### config.mk
export PLATFORM = sky130hd
export DESIGN_NAME = pwr_gate_seq
export DESIGN_NICKNAME = d
export VERILOG_FILES = /design/src/rtl/pgs_pkg.sv /design/src/rtl/pgs_countdown.sv /design/src/rtl/pgs_ctl_regs.sv /design/src/rtl/pwr_gate_seq.sv
export SDC_FILE = /design/constraint.sdc
export NUM_CORES = 1
export LEC_CHECK = 0
export CAP_MARGIN = 5
export CELL_PAD_IN_SITES_DETAIL_PLACEMENT = 1
export CELL_PAD_IN_SITES_GLOBAL_PLACEMENT = 2
export CORE_MARGIN = 2
export CORE_UTILIZATION = 32
export CTS_BUF_LIST = sky130_fd_sc_hd__clkbuf_16
export CTS_CLUSTER_DIAMETER = 150
export DETAILED_ROUTE_END_ITERATION = 8
export PLACE_DENSITY_LB_ADDON = 0.1
export SLEW_MARGIN = 10
export SYNTH_ARGS = -nofsm -noshare
export SYNTH_HDL_FRONTEND = slang
export SYNTH_HIERARCHICAL = 1
export SYNTH_SLANG_ARGS = --single-unit
### constraint.sdc
create_clock -name clk -period 2.6 [get_ports clk]
set_input_delay 0.52 -clock clk [delete_from_list [all_inputs] [get_ports clk]]
set_output_delay 0.52 -clock clk [all_outputs]
set_load 0.005 [all_outputs]
### src/rtl/pgs_pkg.sv
package pgs_pkg;

    typedef enum logic [3:0] {
        ST_ON, ST_DN_SW, ST_DN_ISO, ST_DN_RET, ST_DN_ACK,
        ST_OFF, ST_UP_RET, ST_UP_SW, ST_UP_ACK, ST_FAULT
    } seq_state_e;

    typedef enum logic [3:0] {
        ACT_NONE, ACT_SW_OFF, ACT_ISO_ON, ACT_SAVE, ACT_DONE_DN,
        ACT_RESTORE, ACT_SW_ON, ACT_DONE_UP, ACT_FAULT, ACT_CLEAR
    } ctl_act_e;

    localparam logic [2:0] STAT_ON   = 3'd0;
    localparam logic [2:0] STAT_DOWN = 3'd1;
    localparam logic [2:0] STAT_OFF  = 3'd2;
    localparam logic [2:0] STAT_UP   = 3'd3;
    localparam logic [2:0] STAT_ERR  = 3'd4;

    function automatic logic [2:0] status_of(input seq_state_e s);
        unique case (s)
            ST_ON:                                       return STAT_ON;
            ST_DN_SW, ST_DN_ISO, ST_DN_RET, ST_DN_ACK:  return STAT_DOWN;
            ST_OFF:                                      return STAT_OFF;
            ST_UP_RET, ST_UP_SW, ST_UP_ACK:             return STAT_UP;
            default:                                     return STAT_ERR;
        endcase
    endfunction

endpackage

### src/rtl/pgs_countdown.sv
module pgs_countdown #(
    parameter int CW = 4
) (
    input  logic          clk,
    input  logic          rst_n,
    input  logic          load,
    input  logic [CW-1:0] load_val,
    output logic          zero
);
    logic [CW-1:0] cnt_q;

    always_ff @(posedge clk or negedge rst_n) begin
        if (!rst_n) begin
            cnt_q <= '0;
        end else if (load) begin
            cnt_q <= load_val;
        end else if (cnt_q != '0) begin
            cnt_q <= cnt_q - 1'b1;
        end
    end

    assign zero = (cnt_q == '0);

endmodule

### src/rtl/pgs_ctl_regs.sv
module pgs_ctl_regs
    import pgs_pkg::*;
(
    input  logic     clk,
    input  logic     rst_n,
    input  ctl_act_e act,
    output logic     sw_en,
    output logic     iso_en,
    output logic     ret_save,
    output logic     done,
    output logic     err
);
    always_ff @(posedge clk or negedge rst_n) begin
        if (!rst_n) begin
            sw_en    <= 1'b1;
            iso_en   <= 1'b0;
            ret_save <= 1'b0;
            done     <= 1'b0;
            err      <= 1'b0;
        end else begin
            done <= 1'b0;
            unique case (act)
                ACT_SW_OFF:  sw_en    <= 1'b0;
                ACT_ISO_ON:  iso_en   <= 1'b1;
                ACT_SAVE:    ret_save <= 1'b1;
                ACT_DONE_DN: done     <= 1'b1;
                ACT_RESTORE: ret_save <= 1'b0;
                ACT_SW_ON:   sw_en    <= 1'b1;
                ACT_DONE_UP: begin
                    iso_en <= 1'b0;
                    done   <= 1'b1;
                end
                ACT_FAULT: begin
                    err    <= 1'b1;
                    iso_en <= 1'b1;
                end
                ACT_CLEAR: begin
                    err      <= 1'b0;
                    sw_en    <= 1'b0;
                    iso_en   <= 1'b1;
                    ret_save <= 1'b1;
                end
                default: ;
            endcase
        end
    end


    save_order_chk: assert property (@(posedge clk) disable iff (!rst_n)
        $rose(ret_save) |-> iso_en);


    restore_first_chk: assert property (@(posedge clk) disable iff (!rst_n)
        $rose(sw_en) |-> !ret_save);


    err_iso_chk: assert property (@(posedge clk) disable iff (!rst_n)
        err |-> iso_en);


    done_pulse_chk: assert property (@(posedge clk) disable iff (!rst_n)
        done |=> !done);

endmodule

### src/rtl/pwr_gate_seq.sv
module pwr_gate_seq
    import pgs_pkg::*;
#(
    parameter int SW_DLY    = 2,
    parameter int ISO_DLY   = 3,
    parameter int RET_DLY   = 4,
    parameter int ACK_LIMIT = 5
) (
    input  logic       clk,
    input  logic       rst_n,
    input  logic       req_down,
    input  logic       req_up,
    input  logic       dom_ack,
    input  logic       err_clr,
    output logic       sw_en,
    output logic       iso_en,
    output logic       ret_save,
    output logic       busy,
    output logic       done,
    output logic       err,
    output logic [2:0] status
);
    localparam int MAX_A = (SW_DLY > ISO_DLY) ? SW_DLY : ISO_DLY;
    localparam int MAX_B = (RET_DLY > ACK_LIMIT) ? RET_DLY : ACK_LIMIT;
    localparam int MAXD  = (MAX_A > MAX_B) ? MAX_A : MAX_B;
    localparam int CW    = $clog2(MAXD + 1);

    localparam logic [CW-1:0] LD_SW  = CW'(SW_DLY - 1);
    localparam logic [CW-1:0] LD_ISO = CW'(ISO_DLY - 1);
    localparam logic [CW-1:0] LD_RET = CW'(RET_DLY - 1);
    localparam logic [CW-1:0] LD_ACK = CW'(ACK_LIMIT - 1);

    seq_state_e    state_q, state_d;
    ctl_act_e      act;
    logic          tmr_load;
    logic [CW-1:0] tmr_val;
    logic          tmr_zero;

    always_ff @(posedge clk or negedge rst_n) begin
        if (!rst_n) state_q <= ST_ON;
        else        state_q <= state_d;
    end

    always_comb begin
        state_d  = state_q;
        act      = ACT_NONE;
        tmr_load = 1'b0;
        tmr_val  = '0;
        unique case (state_q)
            ST_ON: if (req_down) begin
                state_d  = ST_DN_SW;
                tmr_load = 1'b1;
                tmr_val  = LD_SW;
            end
            ST_DN_SW: if (tmr_zero) begin
                state_d  = ST_DN_ISO;
                act      = ACT_SW_OFF;
                tmr_load = 1'b1;
                tmr_val  = LD_ISO;
            end
            ST_DN_ISO: if (tmr_zero) begin
                state_d  = ST_DN_RET;
                act      = ACT_ISO_ON;
                tmr_load = 1'b1;
                tmr_val  = LD_RET;
            end
            ST_DN_RET: if (tmr_zero) begin
                state_d  = ST_DN_ACK;
                act      = ACT_SAVE;
                tmr_load = 1'b1;
                tmr_val  = LD_ACK;
            end
            ST_DN_ACK: begin
                if (dom_ack) begin
                    state_d = ST_OFF;
                    act     = ACT_DONE_DN;
                end else if (tmr_zero) begin
                    state_d = ST_FAULT;
                    act     = ACT_FAULT;
                end
            end
            ST_OFF: if (req_up) begin
                state_d  = ST_UP_RET;
                tmr_load = 1'b1;
                tmr_val  = LD_RET;
            end
            ST_UP_RET: if (tmr_zero) begin
                state_d  = ST_UP_SW;
                act      = ACT_RESTORE;
                tmr_load = 1'b1;
                tmr_val  = LD_ISO;
            end
            ST_UP_SW: if (tmr_zero) begin
                state_d  = ST_UP_ACK;
                act      = ACT_SW_ON;
                tmr_load = 1'b1;
                tmr_val  = LD_ACK;
            end
            ST_UP_ACK: begin
                if (dom_ack) begin
                    state_d = ST_ON;
                    act     = ACT_DONE_UP;
                end else if (tmr_zero) begin
                    state_d = ST_FAULT;
                    act     = ACT_FAULT;
                end
            end
            ST_FAULT: if (err_clr) begin
                state_d = ST_OFF;
                act     = ACT_CLEAR;
            end
            default: state_d = ST_FAULT;
        endcase
    end

    pgs_countdown #(.CW(CW)) u_tmr (
        .clk      (clk),
        .rst_n    (rst_n),
        .load     (tmr_load),
        .load_val (tmr_val),
        .zero     (tmr_zero)
    );

    pgs_ctl_regs u_ctl (
        .clk      (clk),
        .rst_n    (rst_n),
        .act      (act),
        .sw_en    (sw_en),
        .iso_en   (iso_en),
        .ret_save (ret_save),
        .done     (done),
        .err      (err)
    );

    assign status = status_of(state_q);
    assign busy   = (status == STAT_DOWN) || (status == STAT_UP);


    sw_fall_chk: assert property (@(posedge clk) disable iff (!rst_n)
        $fell(sw_en) |-> (status == STAT_DOWN) ||
                         (status == STAT_OFF && $past(status) == STAT_ERR));


    iso_release_chk: assert property (@(posedge clk) disable iff (!rst_n)
        $fell(iso_en) |-> done && status == STAT_ON);


    clear_state_chk: assert property (@(posedge clk) disable iff (!rst_n)
        $fell(err) |-> status == STAT_OFF && !sw_en && iso_en && ret_save);


    on_hold_chk: assert property (@(posedge clk) disable iff (!rst_n)
        (status == STAT_ON && !req_down) |=> status == STAT_ON);

endmodule

After elaboration in Yosys (flattened, before gate mapping). Memories as Yosys holds them, arrays and structs flattened. Index checks and enable logic that the tools add are counted.

Register bits: 12. ROM bits: 48. Output and inout bits: 9. Word-level logic and storage cells: 93. Memories kept: 1.

$add $sub $neg: 1. Eq/ne operators: 28. Muxes and demuxes: 39. Reduce and logical (&&, ||, !) cells: 17.

Memory list: (no name shown) (words 16, bits a word 3, read ports 1, clocked after memory_dff 0, write ports 0, line pgs_pkg.sv:20) `unique case (s)`.

Operators by type and width (number): 4-bit 2-to-1 mux (15); 4-bit one-hot mux with 10 select lines (1); 4-bit by 3-bit == test with 1-bit output, second input constant (8); 4-bit one-hot mux with 8 select lines (1); 4-bit by 2-bit == test with 1-bit output, second input constant (4); 4-bit == test, second input constant (4); 2-bit inequality test, second input constant (8); 3-bit 2-to-1 mux (5); 3-bit one-hot mux with 5 select lines (1); 2-bit 2-to-1 mux (5); 2-bit nonzero test (5); 2-bit OR reduction (5); 4-bit by 1-bit == test with 1-bit output, second input constant (2); 1-bit one-hot mux with 2 select lines (4); 8-bit AND reduction (1); 1-bit 2-to-1 mux (6); 5-bit OR reduction (1); 4-bit zero test (1); 3-bit by 1-bit == test with 1-bit output, second input constant (1); 3-bit by 2-bit == test with 1-bit output, second input constant (1); 3-bit zero test (1); 1-bit one-hot mux with 3 select lines (1); 3-bit nonzero test (1); 3-bit OR reduction (1); 2 further kinds (2).

Depth between registers and ports, before layout.
Depth after elaboration: 7. Depth in mapped cells: 12. Mapped depth without buffers: 11.

Modules after synthesis. The synthesis kept the hierarchy.

Modules (own cells, without submodules): pwr_gate_seq (instances 1, cells an instance 85, area an instance 621.8 um^2, seq. area each 100.1 um^2); pgs_ctl_regs (instances 1, cells an instance 26, area an instance 255.2 um^2, seq. area each 126.4 um^2); pgs_countdown (instances 1, cells an instance 21, area an instance 200.2 um^2, seq. area each 75.1 um^2).

Least setup slack after synthesis. No wires, ideal clock.

Kind: register to register. Start point: register state_q[3]. End point: register u_ctl.iso_en. Library setup time: 122 ps. Data arrival time: 1919 ps. Slack: 558 ps. Cell stages (with the launch flop): 9. Path buffers: 2. Clock period less this slack: 2042 ps. Path through: dfrtp_1 > buf_4 > buf_2 > nor2_1 > nor2_1 > o31ai_1 > nand2b_2 > a21oi_1 > a2bb2oi_1.

Word-level cells in the longest chain between the ends: 5. Elaborated cells on any way between the ends: 16. Those cells by class: eq/ne (12); mux (2); reduce/logical (2).

Ends and longest elaborated chain: from (decl) (line pwr_gate_seq.sv:33) `seq_state_e state_q, state_d;`; from (signal assigned) (line pwr_gate_seq.sv:41) `else state_q <= state_d;`; 4-bit == test, or another cell as far along (line pwr_gate_seq.sv:49) `unique case (state_q)`; 4-bit one-hot mux with 8 select lines * (line pwr_gate_seq.sv:49); net act[2] (line pwr_gate_seq.sv:34) `ctl_act_e act;`; 4-bit by 2-bit == test with 1-bit output or 4-bit == test (tied branches) (line pgs_ctl_regs.sv:22) `unique case (act)`; 3-bit OR reduction (no source line); 1-bit one-hot mux with 2 select lines or 2-bit nonzero test (tied branches); to (signal assigned) (line pgs_ctl_regs.sv:24) `ACT_ISO_ON: iso_en <= 1'b1;`; to (signal assigned) (line pgs_ctl_regs.sv:30) `iso_en <= 1'b0;`; to (signal assigned) (line pgs_ctl_regs.sv:35) `iso_en <= 1'b1;`; to (decl) (line pgs_ctl_regs.sv:8) `output logic iso_en,`.

Mark *: on every way through the listed nets, which the timed path passes. The rest lies on a longest branch. A chain may end at the register's enable or synchronous reset.

Worst setup path in the final report.
Start point: register state_q[1]. End point: output port busy.

Word-level cells in the longest chain between the ends: 3. Elaborated cells on any way between the ends: 4. Those cells by class: eq/ne (2); reduce/logical (1); memory (1).

Ends and longest elaborated chain: memory read 16 x 3 bit *; 3-bit by 1-bit == test with 1-bit output or 3-bit by 2-bit == test with 1-bit output (tied branches) (line pwr_gate_seq.sv:136) `assign busy = (status == STAT_DOWN) || (status == STAT_UP);`; 1-bit logical OR * (line pwr_gate_seq.sv:136); to (decl) (line pwr_gate_seq.sv:18) `output logic busy,`.

Every way passes the cells marked *; elsewhere a longest branch is shown, timed or not.

==> results.cfg <==
[run_status]
status = completed

[yosys]
synth-simple-area-share_pct = 28.0
synth_top_cell_by_area = dfrtp_1
ys_top_cells_by_count = nor2_1 (13), dfrtp_1 (11), a21oi_1 (9)
synth_edf_count = 0
synthAdderAreaFrac_pct = 2.32
ys_top_cells_by_area = dfrtp_1 (26%), nor2_1 (4.5%), a21oi_1 (4.2%)
synth_top_family_by_area = simple AND/OR/NAND/NOR gates
ys.flop_type = dfrtp_1
synth.most_common_cell = nor2_1
ys_ff_latch = 12
ys_seq_area_share_pct = 28.0
ys_async_sr_fraction_pct = 100
yosysTopAreaCellShare_pct = 25.6
syn_area_um2 = 1080
ys_warn_count = 6
synth_compound_area_share_pct = 27.4
muxShareOfSynthArea_pct = 3.25
netlist_instances = 132
syn-num-nets = 140
synth-xor-area-share_pct = 1.63
yosysUniqueCellTypes = 47
synth.avg_cell_area_um2 = 8.16

[setup_path]
crit_arrival_ns = 1.88
worst_setup_path_end_kind = primary output
path_max_fanout = 10
cp.required_ns = 2.08
slowest_delay_ns = 0.61
path_cells = buf_4 > a21oi_1 > o22ai_1 > clkdlybuf4s50_1
worst_setup_path_start_kind = register
path_delay_family = buffers and inverters
cp-startpoint = state_q[1]$_DFFE_PN0P_
slowest_stage = dfrtp_1
crit_buf_inv = 2
path_class = register to primary output
r2r_start = u_tmr/cnt_q[0]$_DFFE_PN0P_

[pwr]
clkPwrFrac_pct = 15.3
power.switching_mw = 0.793
powerDensity_nw_per_um2 = 1370
power_frac_seq_pct = 21.8
vdd_drop_max_mv = 0.446
sw_frac_of_total_pct = 42.8
power_frac_comb_pct = 62.9
total_power_mw = 1.85
p_int_mw = 1.06
power.static_leakage_nw = 0.537

[cells_and_area]
fin_area_um2 = 1360
diodes = 0
fin_cells = 193
drive_above_1_share_pct = 15.6
final_nets = 156
area_delta_synth_final_pct = 25.8
fin_util_pct = 41.3

[timing]
setup_viol = 0
fin_crit_ns = 2.40
whs_ns = 0.508
finClkSkew_ns = 0.00608
max_freq_mhz = 417
rsz0062_at_grt = false
finalSetupTns_ns = 0
hold_viol = 0
worst_pin_slew_ns = 1.07
worst_slack_ns = 0.199
drv_slew = 0
fin_crit_sh_pct = 92.3
slew_headroom_pct = 28.4

[die]
die_area_um2 = 3850
core_um2 = 3280
pin_count = 15
start_util_pct = 32.8
die_y_um = 62.0
die_w_um = 62.0
num_rows = 21

[clock_network]
insertion_delay_ns = 0.24
root_buffer = clkbuf_16
postCtsSetupRepairBufs = 0
cts_tree = built
cts.sinks = 12
htreeDepth = 1
clockBufferDepth = 2
cts_made_buffers = 3
path_clk_slew_ns = 0.05

[route]
drt_wl_total_mm = 2.84
drtIter0Drc = 28
first_pass_iters = 3
remaining_drc_errors = 0
ant_nets = 0
drt-vias-per-instance = 5.28
wl_per_cell_um = 14.7
via_count = 1020

[flow_run]
max-cap-violations = 0

[place]
placed_cells = 189
gp_congestion = 0.751
io_buffers = 14
hpwl_mm = 2.14
pre_cts_ws_ns = 0.0294
placed_area_um2 = 1270

[hold_path]
hold_class = register to register
hp-start = u_ctl/err$_DFFE_PN0P_

[grt]
grtUsageTotal_pct = 16.7
first_global_vias = 1022
antenna_found_initial = 0
overflow = 0
grt_start_max_net_pins = 15
grt_pass1_wl_mm = 4.80
final cells by class:
cell class / count / area, um^2
Fill cell: 401 / 1930
Tap cell: 46 / 57.6
Multi-Input combinational cell: 100 / 684
Sequential cell: 12 / 302
Inverter: 10 / 40.0
Clock inverter: 1 / 3.75
Timing Repair Buffer: 21 / 193
Clock buffer: 3 / 75.1
cell families after synthesis:
group | count (synthesis)
fa+ha+maj | 2
mux | 3
flops | 12
simple gates | 53
xor+xnor | 2
buf+inv | 20
compound gates | 40
power by group through the flow:
stage	logic, mW	clock network (mW)	registers [mW]
2_1_floorplan	0.877	0	0.330
4_1_cts	1.18	0.291	0.402
6_report	1.17	0.284	0.403
5_1_grt	1.30	0.297	0.422
3_3_place_gp	1.14	0	0.397
3_5_place_dp	1.17	0	0.403
worst paths after layout:
path | endpoint | slack [ns] | depth (start not counted)
max in group asynchronous | u_ctl/sw_en$_DFFE_PN1P_ | 1.59 | 1
worst min register to register | u_ctl/err$_DFFE_PN0P_ | 0.51 | 2
worst min-delay path | u_ctl/err$_DFFE_PN0P_ | 0.51 | 2
min in group asynchronous | state_q[3]$_DFFE_PN0P_ | 0.64 | 1
worst max register to register | u_ctl/err$_DFFE_PN0P_ | 0.32 | 11
worst max-delay path | busy | 0.20 | 4
routing by layer:
metal | track usage [%] | routed length [um] | share of wire, %
met1 | 21.9 | 1360 | 48
met2 | 28.1 | 1400 | 49
met3 | 2.48 | 66 | 2.3
met4 | 5.47 | 17 | 0.60
met5 | 0 | 0 | 0
registers in the layout (all words and copies together) (netlist names):
| register | flops |
|---|---|
| u_ctl/sw_en | 1 |
| u_ctl/iso_en | 1 |
| u_ctl/err | 1 |
| u_tmr/cnt_q | 3 |
| u_ctl/ret_save | 1 |
| state_q | 4 |
| u_ctl/done | 1 |
cells in the final DEF (no fill, tap or decap), types with 2 or more instances in the layout:
cell,count
clkdlybuf4s50_1,14
nor2_1,13
dfrtp_1,11
o21ai_0,8
a21oi_1,8
inv_1,7
nand2_1,7
buf_4,7
nand2b_1,6
nor2b_1,6
nor3_1,4
a31oi_1,4
and2_1,3
nor3b_1,3
clkbuf_16,3
nand3_1,2
o22ai_1,2
a22oi_1,2
mux2i_1,2
a221oi_1,2
xor2_1,2
inv_2,2
nor4b_1,2
ha_1,2
tightest hold or removal path, stage by stage (launching register included):
cell	delay, ns
dfrtp_1	0.36
o31ai_2	0.08
o41ai_2	0.04
what timing repair did:
action,4_1_cts,5_1_grt
resized for setup,0,3
hold buffers,0,0
setup endpoints to repair,0,6
No activity file was read; power rests on OpenSTA's default activity.
